## src/rtl/pll_ctl_pkg.sv

```systemverilog
package pll_ctl_pkg;
  localparam int ADDR_W     = 7;
  localparam int STRAP_W    = 2;
  localparam int DIV_W      = 17;
  localparam int ADC_LEVELS = 4;
  localparam int ADC_W      = $clog2(ADC_LEVELS + 1);

  typedef enum logic [2:0] {
    ST_IDLE, ST_ADDR, ST_AACK, ST_WR, ST_WACK, ST_RD, ST_RACK
  } eng_state_t;

  typedef enum logic [1:0] {SL_SEL, SL_LO, SL_C2} slot_t;

  typedef struct packed {
    logic       pre_en;
    logic [3:0] ref_code;
    logic [1:0] cp_sel;
    logic       ck_en;
    logic       ck_sel;
    logic [3:0] port_pull;
  } ctrl_t;
endpackage

```

## src/rtl/i2c_line_cond.sv

```systemverilog
module i2c_line_cond #(
  parameter int SYNC_STAGES = 2
) (
  input  logic clk,
  input  logic rst_n,
  input  logic scl_i,
  input  logic sda_i,
  output logic scl_rise,
  output logic scl_fall,
  output logic start_det,
  output logic stop_det,
  output logic sda_s
);
  localparam int HW = SYNC_STAGES + 1;

  logic [HW-1:0] scl_q, scl_d, sda_q, sda_d;
  logic scl_now, scl_old, sda_old;

  always_comb begin
    scl_d = {scl_q[HW-2:0], scl_i};
    sda_d = {sda_q[HW-2:0], sda_i};
  end

  always_ff @(posedge clk or negedge rst_n) begin
    if (!rst_n) begin
      scl_q <= '1;
      sda_q <= '1;
    end else begin
      scl_q <= scl_d;
      sda_q <= sda_d;
    end
  end

  assign scl_now   = scl_q[HW-2];
  assign scl_old   = scl_q[HW-1];
  assign sda_s     = sda_q[HW-2];
  assign sda_old   = sda_q[HW-1];
  assign scl_rise  = scl_now & ~scl_old;
  assign scl_fall  = ~scl_now & scl_old;
  assign start_det = scl_now & scl_old & sda_old & ~sda_s;
  assign stop_det  = scl_now & scl_old & ~sda_old & sda_s;
endmodule

```

## src/rtl/i2c_bit_engine.sv

```systemverilog
module i2c_bit_engine
  import pll_ctl_pkg::*;
(
  input  logic              clk,
  input  logic              rst_n,
  input  logic              scl_rise,
  input  logic              scl_fall,
  input  logic              start_det,
  input  logic              stop_det,
  input  logic              sda_s,
  input  logic [ADDR_W-1:0] dev_addr,
  input  logic [7:0]        status_byte,
  output logic              wr_stb,
  output logic [7:0]        wr_byte,
  output logic              xfer_begin,
  output logic              read_end,
  output logic              sda_pull
);
  eng_state_t st_q, st_d;
  logic [3:0] cnt_q, cnt_d;
  logic [7:0] sh_q, sh_d;
  logic       pull_q, pull_d, mack_q, mack_d;

  assign wr_byte  = sh_q;
  assign sda_pull = pull_q;

  always_comb begin
    st_d = st_q; cnt_d = cnt_q; sh_d = sh_q; pull_d = pull_q; mack_d = mack_q;
    wr_stb = 1'b0; xfer_begin = 1'b0; read_end = 1'b0;
    if (stop_det) begin
      st_d = ST_IDLE; pull_d = 1'b0;
    end else if (start_det) begin
      st_d = ST_ADDR; cnt_d = '0; pull_d = 1'b0;
    end else begin
      case (st_q)
        ST_ADDR, ST_WR: begin
          if (scl_rise) begin
            sh_d  = {sh_q[6:0], sda_s};
            cnt_d = cnt_q + 4'd1;
          end else if (scl_fall && cnt_q == 4'd8) begin
            if (st_q == ST_WR) begin
              st_d = ST_WACK; pull_d = 1'b1; wr_stb = 1'b1;
            end else if (sh_q[7:1] == dev_addr) begin
              st_d = ST_AACK; pull_d = 1'b1; xfer_begin = ~sh_q[0];
            end else begin
              st_d = ST_IDLE;
            end
          end
        end
        ST_AACK: if (scl_fall) begin
          cnt_d = '0;
          if (sh_q[0]) begin
            st_d = ST_RD; sh_d = status_byte; pull_d = ~status_byte[7];
          end else begin
            st_d = ST_WR; pull_d = 1'b0;
          end
        end
        ST_WACK: if (scl_fall) begin
          st_d = ST_WR; cnt_d = '0; pull_d = 1'b0;
        end
        ST_RD: if (scl_fall) begin
          if (cnt_q == 4'd7) begin
            st_d = ST_RACK; pull_d = 1'b0;
          end else begin
            cnt_d  = cnt_q + 4'd1;
            sh_d   = {sh_q[6:0], 1'b0};
            pull_d = ~sh_q[6];
          end
        end
        ST_RACK: begin
          if (scl_rise) mack_d = ~sda_s;
          else if (scl_fall) begin
            if (mack_q) begin
              st_d = ST_RD; cnt_d = '0; sh_d = status_byte; pull_d = ~status_byte[7];
            end else begin
              st_d = ST_IDLE; read_end = 1'b1;
            end
          end
        end
        default: ;
      endcase
    end
  end

  always_ff @(posedge clk or negedge rst_n) begin
    if (!rst_n) begin
      st_q <= ST_IDLE; cnt_q <= '0; sh_q <= '0; pull_q <= 1'b0; mack_q <= 1'b0;
    end else begin
      st_q <= st_d; cnt_q <= cnt_d; sh_q <= sh_d; pull_q <= pull_d; mack_q <= mack_d;
    end
  end
endmodule

```

## src/rtl/synth_reg_bank.sv

```systemverilog
module synth_reg_bank
  import pll_ctl_pkg::*;
(
  input  logic             clk,
  input  logic             rst_n,
  input  logic             xfer_begin,
  input  logic             wr_stb,
  input  logic [7:0]       wr_byte,
  input  logic             stop_det,
  output logic [DIV_W-1:0] div_ratio,
  output ctrl_t            ctrl
);
  slot_t            slot_q, slot_d;
  logic [DIV_W-1:0] stage_q, stage_d, div_q, div_d;
  logic             dirty_q, dirty_d, commit;
  ctrl_t            ctrl_q, ctrl_d;

  assign div_ratio = div_q;
  assign ctrl      = ctrl_q;

  always_comb begin
    slot_d = slot_q; stage_d = stage_q; dirty_d = dirty_q; ctrl_d = ctrl_q; commit = 1'b0;
    if (xfer_begin) begin
      slot_d = SL_SEL;
    end else if (wr_stb) begin
      case (slot_q)
        SL_SEL: begin
          dirty_d = 1'b1;
          if (!wr_byte[7]) begin
            stage_d[DIV_W-1:DIV_W-7] = wr_byte[6:0];
            slot_d = SL_LO;
          end else begin
            stage_d[1:0]    = wr_byte[6:5];
            ctrl_d.pre_en   = wr_byte[4];
            ctrl_d.ref_code = wr_byte[3:0];
            slot_d = SL_C2;
          end
        end
        SL_LO: begin
          stage_d[DIV_W-8:2] = wr_byte;
          dirty_d = 1'b1;
          slot_d  = SL_SEL;
        end
        default: begin
          ctrl_d.cp_sel    = wr_byte[7:6];
          ctrl_d.ck_en     = wr_byte[5];
          ctrl_d.ck_sel    = wr_byte[4];
          ctrl_d.port_pull = wr_byte[3:0];
          commit = 1'b1;
          slot_d = SL_SEL;
        end
      endcase
    end else if (stop_det && dirty_q) begin
      commit = 1'b1;
    end
    if (commit) dirty_d = 1'b0;
    div_d = commit ? stage_d : div_q;
  end

  always_ff @(posedge clk or negedge rst_n) begin
    if (!rst_n) begin
      slot_q <= SL_SEL; stage_q <= '0; div_q <= '0; dirty_q <= 1'b0; ctrl_q <= '0;
    end else begin
      slot_q <= slot_d; stage_q <= stage_d; div_q <= div_d; dirty_q <= dirty_d; ctrl_q <= ctrl_d;
    end
  end
endmodule

```

## src/rtl/therm_count.sv

```systemverilog
module therm_count
  import pll_ctl_pkg::*;
(
  input  logic [ADC_LEVELS-1:0] therm,
  output logic [ADC_W-1:0]      code
);
  always_comb begin
    code = '0;
    for (int i = 0; i < ADC_LEVELS; i++) code = code + ADC_W'(therm[i]);
  end
endmodule

```

## src/rtl/pll_ctl_i2c.sv

```systemverilog
module pll_ctl_i2c
  import pll_ctl_pkg::*;
#(
  parameter logic [ADDR_W-STRAP_W-1:0] ADDR_HI     = 5'b11000,
  parameter int                        SYNC_STAGES = 2
) (
  input  logic                  clk,
  input  logic                  rst_n,
  input  logic                  scl_i,
  input  logic                  sda_i,
  output logic                  sda_pull_o,
  input  logic [STRAP_W-1:0]    addr_sel_i,
  input  logic                  lock_i,
  input  logic                  brownout_i,
  input  logic [2:0]            port_in_i,
  input  logic [ADC_LEVELS-1:0] adc_therm_i,
  output logic [DIV_W-1:0]      div_ratio_o,
  output logic                  prescale_en_o,
  output logic [3:0]            ref_code_o,
  output logic [1:0]            cp_sel_o,
  output logic                  clkout_en_o,
  output logic                  clkout_sel_o,
  output logic [2:0]            test_code_o,
  output logic [3:0]            port_pull_o
);
  logic [1:0]       rst_ff;
  logic             rst_q_n;
  logic             scl_rise, scl_fall, start_det, stop_det, sda_s;
  logic             wr_stb, xfer_begin, read_end;
  logic [7:0]       wr_byte, status_byte;
  logic [ADC_W-1:0] adc_code;
  logic             por_q, por_d;
  ctrl_t            ctrl;

  always_ff @(posedge clk or negedge rst_n) begin
    if (!rst_n) rst_ff <= '0;
    else        rst_ff <= {rst_ff[0], 1'b1};
  end
  assign rst_q_n = rst_ff[1];

  i2c_line_cond #(.SYNC_STAGES(SYNC_STAGES)) u_cond (
    .clk(clk), .rst_n(rst_q_n), .scl_i(scl_i), .sda_i(sda_i),
    .scl_rise(scl_rise), .scl_fall(scl_fall), .start_det(start_det),
    .stop_det(stop_det), .sda_s(sda_s));

  therm_count u_adc (.therm(adc_therm_i), .code(adc_code));

  assign status_byte = {por_q, lock_i, port_in_i, adc_code};

  i2c_bit_engine u_eng (
    .clk(clk), .rst_n(rst_q_n), .scl_rise(scl_rise), .scl_fall(scl_fall),
    .start_det(start_det), .stop_det(stop_det), .sda_s(sda_s),
    .dev_addr({ADDR_HI, addr_sel_i}), .status_byte(status_byte),
    .wr_stb(wr_stb), .wr_byte(wr_byte), .xfer_begin(xfer_begin),
    .read_end(read_end), .sda_pull(sda_pull_o));

  synth_reg_bank u_regs (
    .clk(clk), .rst_n(rst_q_n), .xfer_begin(xfer_begin), .wr_stb(wr_stb),
    .wr_byte(wr_byte), .stop_det(stop_det), .div_ratio(div_ratio_o), .ctrl(ctrl));

  always_comb begin
    por_d = por_q;
    if (read_end)   por_d = 1'b0;
    if (brownout_i) por_d = 1'b1;
  end

  always_ff @(posedge clk or negedge rst_q_n) begin
    if (!rst_q_n) por_q <= 1'b1;
    else          por_q <= por_d;
  end

  assign prescale_en_o = ctrl.pre_en;
  assign ref_code_o    = ctrl.ref_code;
  assign cp_sel_o      = ctrl.cp_sel;
  assign clkout_en_o   = ctrl.ck_en;
  assign clkout_sel_o  = ctrl.ck_sel;
  assign port_pull_o   = ctrl.port_pull;
  assign test_code_o   = (!ctrl.ck_en && ctrl.ck_sel) ? ctrl.port_pull[2:0] : 3'b000;
endmodule

```

## config.mk

```make
export PLATFORM = sky130hd
export DESIGN_NAME = pll_ctl_i2c
export DESIGN_NICKNAME = d
export VERILOG_FILES = /design/src/rtl/pll_ctl_pkg.sv /design/src/rtl/i2c_line_cond.sv /design/src/rtl/i2c_bit_engine.sv /design/src/rtl/synth_reg_bank.sv /design/src/rtl/therm_count.sv /design/src/rtl/pll_ctl_i2c.sv
export SDC_FILE = /design/constraint.sdc
export NUM_CORES = 1
export LEC_CHECK = 0
export BUFFER_PORTS_ARGS = -buffer_cell sky130_fd_sc_hd__buf_2
export CAP_MARGIN = 0
export CORE_ASPECT_RATIO = 0.5
export CORE_UTILIZATION = 35
export DETAILED_ROUTE_END_ITERATION = 12
export GPL_TIMING_DRIVEN = 0
export MAX_ROUTING_LAYER = met4
export PLACE_DENSITY_LB_ADDON = 0.15
export SYNTH_ARGS = -nofsm -noshare
export SYNTH_HDL_FRONTEND = slang
export SYNTH_SLANG_ARGS = --single-unit
```

## constraint.sdc

```tcl
create_clock -name clk -period 4.7 [get_ports clk]
set_clock_uncertainty 0.1 [all_clocks]
set_input_delay 0.705 -clock clk [delete_from_list [all_inputs] [get_ports clk]]
set_output_delay 0.705 -clock clk [all_outputs]
set_load 0.05 [all_outputs]
```

==> flow_metrics.tcl <==
set metrics [dict create \
    synth_top_area_share_pct 46.8 \
    dieArea_sq_um 11000 \
    crit_fanout 10 \
    ys.flop_type "dfrtp_1" \
    synth_area_leaders "dfrtp_1 (47%), mux2_4 (9.0%), mux2_2 (7.6%)" \
    cts_resized 0 \
    tns_ns 0 \
    place_worst_setup_slack_ns 2.01 \
    dieHeight_microns 74.6 \
    slew_viol_final 0 \
    die_x_microns 147 \
    reg2reg_to "u_regs.div_ratio[7]" \
    yosys_register_bits 76 \
    dp_hpwl_microns 5680 \
    fin_nets 377 \
    crit_path_end_kind "flop" \
    grt_max_degree 63 \
    worstHoldPathType "in -> async" \
    synth.most_common_cell "dfrtp_1" \
    cts_tree "done" \
    crit_type "reg -> reg" \
    synthesis.nets 317 \
    clock_latency_ns 0.34 \
    grt_use_total_pct 16.5 \
    io_pins 49 \
    multiInputGateArea_sq_um 1650 \
    p_per_area_nw_per_um2 373 \
    p_leak_nw 2.21 \
    synth_edf_count 0 \
    clockBufferDepth 2 \
    ff2ff_setup_slack_ns 2.02 \
    r2r_start "u_eng.cnt_q[0]" \
    rsz0062_at_grt "no" \
    h-tree-depth 3 \
    setup_ws_ns 2.02 \
    synth_area_leader_cell "dfrtp_1" \
    cp-start-kind "flop" \
    synthArstFlopShare_pct 100 \
    final_cell_count_no_fill 502 \
    gp_congestion 0.789 \
    wl_per_cell_microns 16.2 \
    fill_cells 969 \
    num_rows 26 \
    drt_wl_total_microns 8130 \
    post-route-period-util_pct 57.1 \
    io_buffers 48 \
    n_antenna_cell 0 \
    slew-limit-headroom_pct 39.0 \
    finalSetupViolations 0 \
    core_area_sq_um 10200 \
    synth_cells 297 \
    max_cap_violations 0 \
    clock.fmax_ghz 0.373 \
    layout-area-overhead-vs-synth_pct 20.5 \
    cts_sinks 76 \
    antenna_found_initial 0 \
    grt_pass1_wl_microns 13100 \
    gr-total-overflow 0 \
    violations "DRC" \
    cts_root_buffer "clkbuf_16" \
    seq_area_sq_um 1910 \
    cp-endpoint "u_regs.div_ratio[7]" \
    drc 1 \
    worst_slew_pin_slew_ns 0.906 \
    power_w 0.00166 \
    cp.required_ns 4.82 \
    ant_nets 0 \
    syn_area_sq_um 3690 \
    vias_per_cell 5.07 \
    grt_pass1_vias 2510 \
    num_vias 2543 \
    yosys_warnings 0 \
    reg2regPathDepth 7 \
    drt_pass1_iterations 8 \
    cts_setup_buffers 0 \
    yosysSeqAreaShare_pct 51.8 \
    start_util_pct 36.1 \
    irDropWorstVdd_mv 0.156 \
    hold_viol 0 \
    setup.worst_path.start "u_eng.cnt_q[0]" \
    ctsHoldBuffers 0 \
    yosys.cell_types.count 56 \
    crit_arrival_ns 2.80 \
    cts_buffers 9 \
    status "finished with violations" \
    post-place-cells 486 \
    avgSynthCellArea_sq_um 12.4 \
    drt_iter0_markers 89 \
    period_minus_slack_ns 2.68 \
    netlist_top_cells_count "dfrtp_1 (69), mux2_2 (25), mux2_4 (22)" \
    clk_pin_slew_ns 0.06 \
    drive_gt1_share_pct 37.3 \
]
## per-stage QoR
| stage | area, sq um | util (%) | hold slack (ns) |
|---|---|---|---|
| final | 4450 | 43.5 | 0.0467 |
| after global routing | 4450 | 43.5 | 0.0372 |
| after CTS | 4450 | 43.5 | 0.0362 |
| after detailed placement | 4140 | 40.5 | 0.0849 |
| after global placement | 4110 | 40.2 | 0.237 |
| after floorplan | 3690 | - | 0.231 |
## layer usage
layer	vias to the layer above	track usage, %	wire length (microns)
met2	51	26.6	3880
met5	-	-	0
li1	1198	-	-
met1	1285	20.6	3890
met4	0	4.70	59
met3	9	4.66	293
## area by class of cell
type / instances / share of cell area (%)
Sequential cell: 76 / 43.1
Multi-Input combinational cell: 192 / 37.0
Timing Repair Buffer: 49 / 6.02
Clock buffer: 10 / 5.38
Tap cell: 140 / 3.94
Buffer: 14 / 1.72
Clock inverter: 6 / 1.58
Inverter: 15 / 1.27
## critical path: stages, from the launching register on
cell	delay, ns
dfrtp_1	0.41
inv_1	0.08
ha_1	0.17
and3b_1	0.34
nand4_2	0.44
o41ai_4	0.32
buf_4	0.35
mux2_2	0.35
## kinds of logic (layout without fill, tap and decap cells)
group | after synthesis | after routing | share of synthesized area, %
compound gates | 64 | 64 | 12.1
xor+xnor | 4 | 4 | 0.950
fa+ha+maj | 5 | 5 | 1.90
buf+inv | 29 | 94 | 3.59
flops | 76 | 76 | 51.8
mux | 49 | 49 | 17.2
other cells | 1 | 1 | 0.102
simple gates | 69 | 69 | 12.3
## where the power goes
group          internal [W]  switching, W  total [W]
combinational     0.0000788     0.0000903   0.000169
sequential         0.000695     0.0000835   0.000779
clock              0.000430      0.000279   0.000709
## sequential cells by signal, indices dropped and copies added, names as in the netlist
name	count
u_regs.stage_q	17
u_regs.div_ratio	17
u_eng.cnt_q	4
u_eng.sda_pull	1
u_regs.dirty_q	1
u_regs.slot_q	2
u_regs.ctrl	13
u_eng.mack_q	1
u_eng.st_q	3
u_eng.wr_byte	8
u_cond.scl_q	3
rst_ff	2
u_cond.sda_q	3
por_q	1
## cells in the final DEF (no fill, tap or decap), types with 4 or more instances in the layout
cell / count
a21oi_1: 15
a22oi_1: 8
a31oi_1: 7
buf_2: 52
clkbuf_1: 6
clkbuf_16: 9
dfrtp_1: 68
dfstp_2: 7
ha_1: 4
inv_1: 15
mux2_2: 25
mux2_4: 22
nand2_1: 12
nand2b_1: 7
nand3b_1: 4
nor2_1: 10
nor2b_1: 4
nor3b_1: 4
o21ai_0: 15
o31ai_1: 4
## worst min-delay path by stage
stage,slack [ns],to,start
5_1_grt,0.04,rst_ff[1],rst_n
3_5_place_dp,0.08,u_eng.sda_pull,rst_ff[1]
4_1_cts,0.04,rst_ff[1],rst_n
2_1_floorplan,0.23,rst_ff[1],rst_ff[0]
3_3_place_gp,0.24,rst_ff[1],rst_ff[0]
6_report,0.05,rst_ff[1],rst_n
Note: power is estimated with default switching activity, not from simulation.
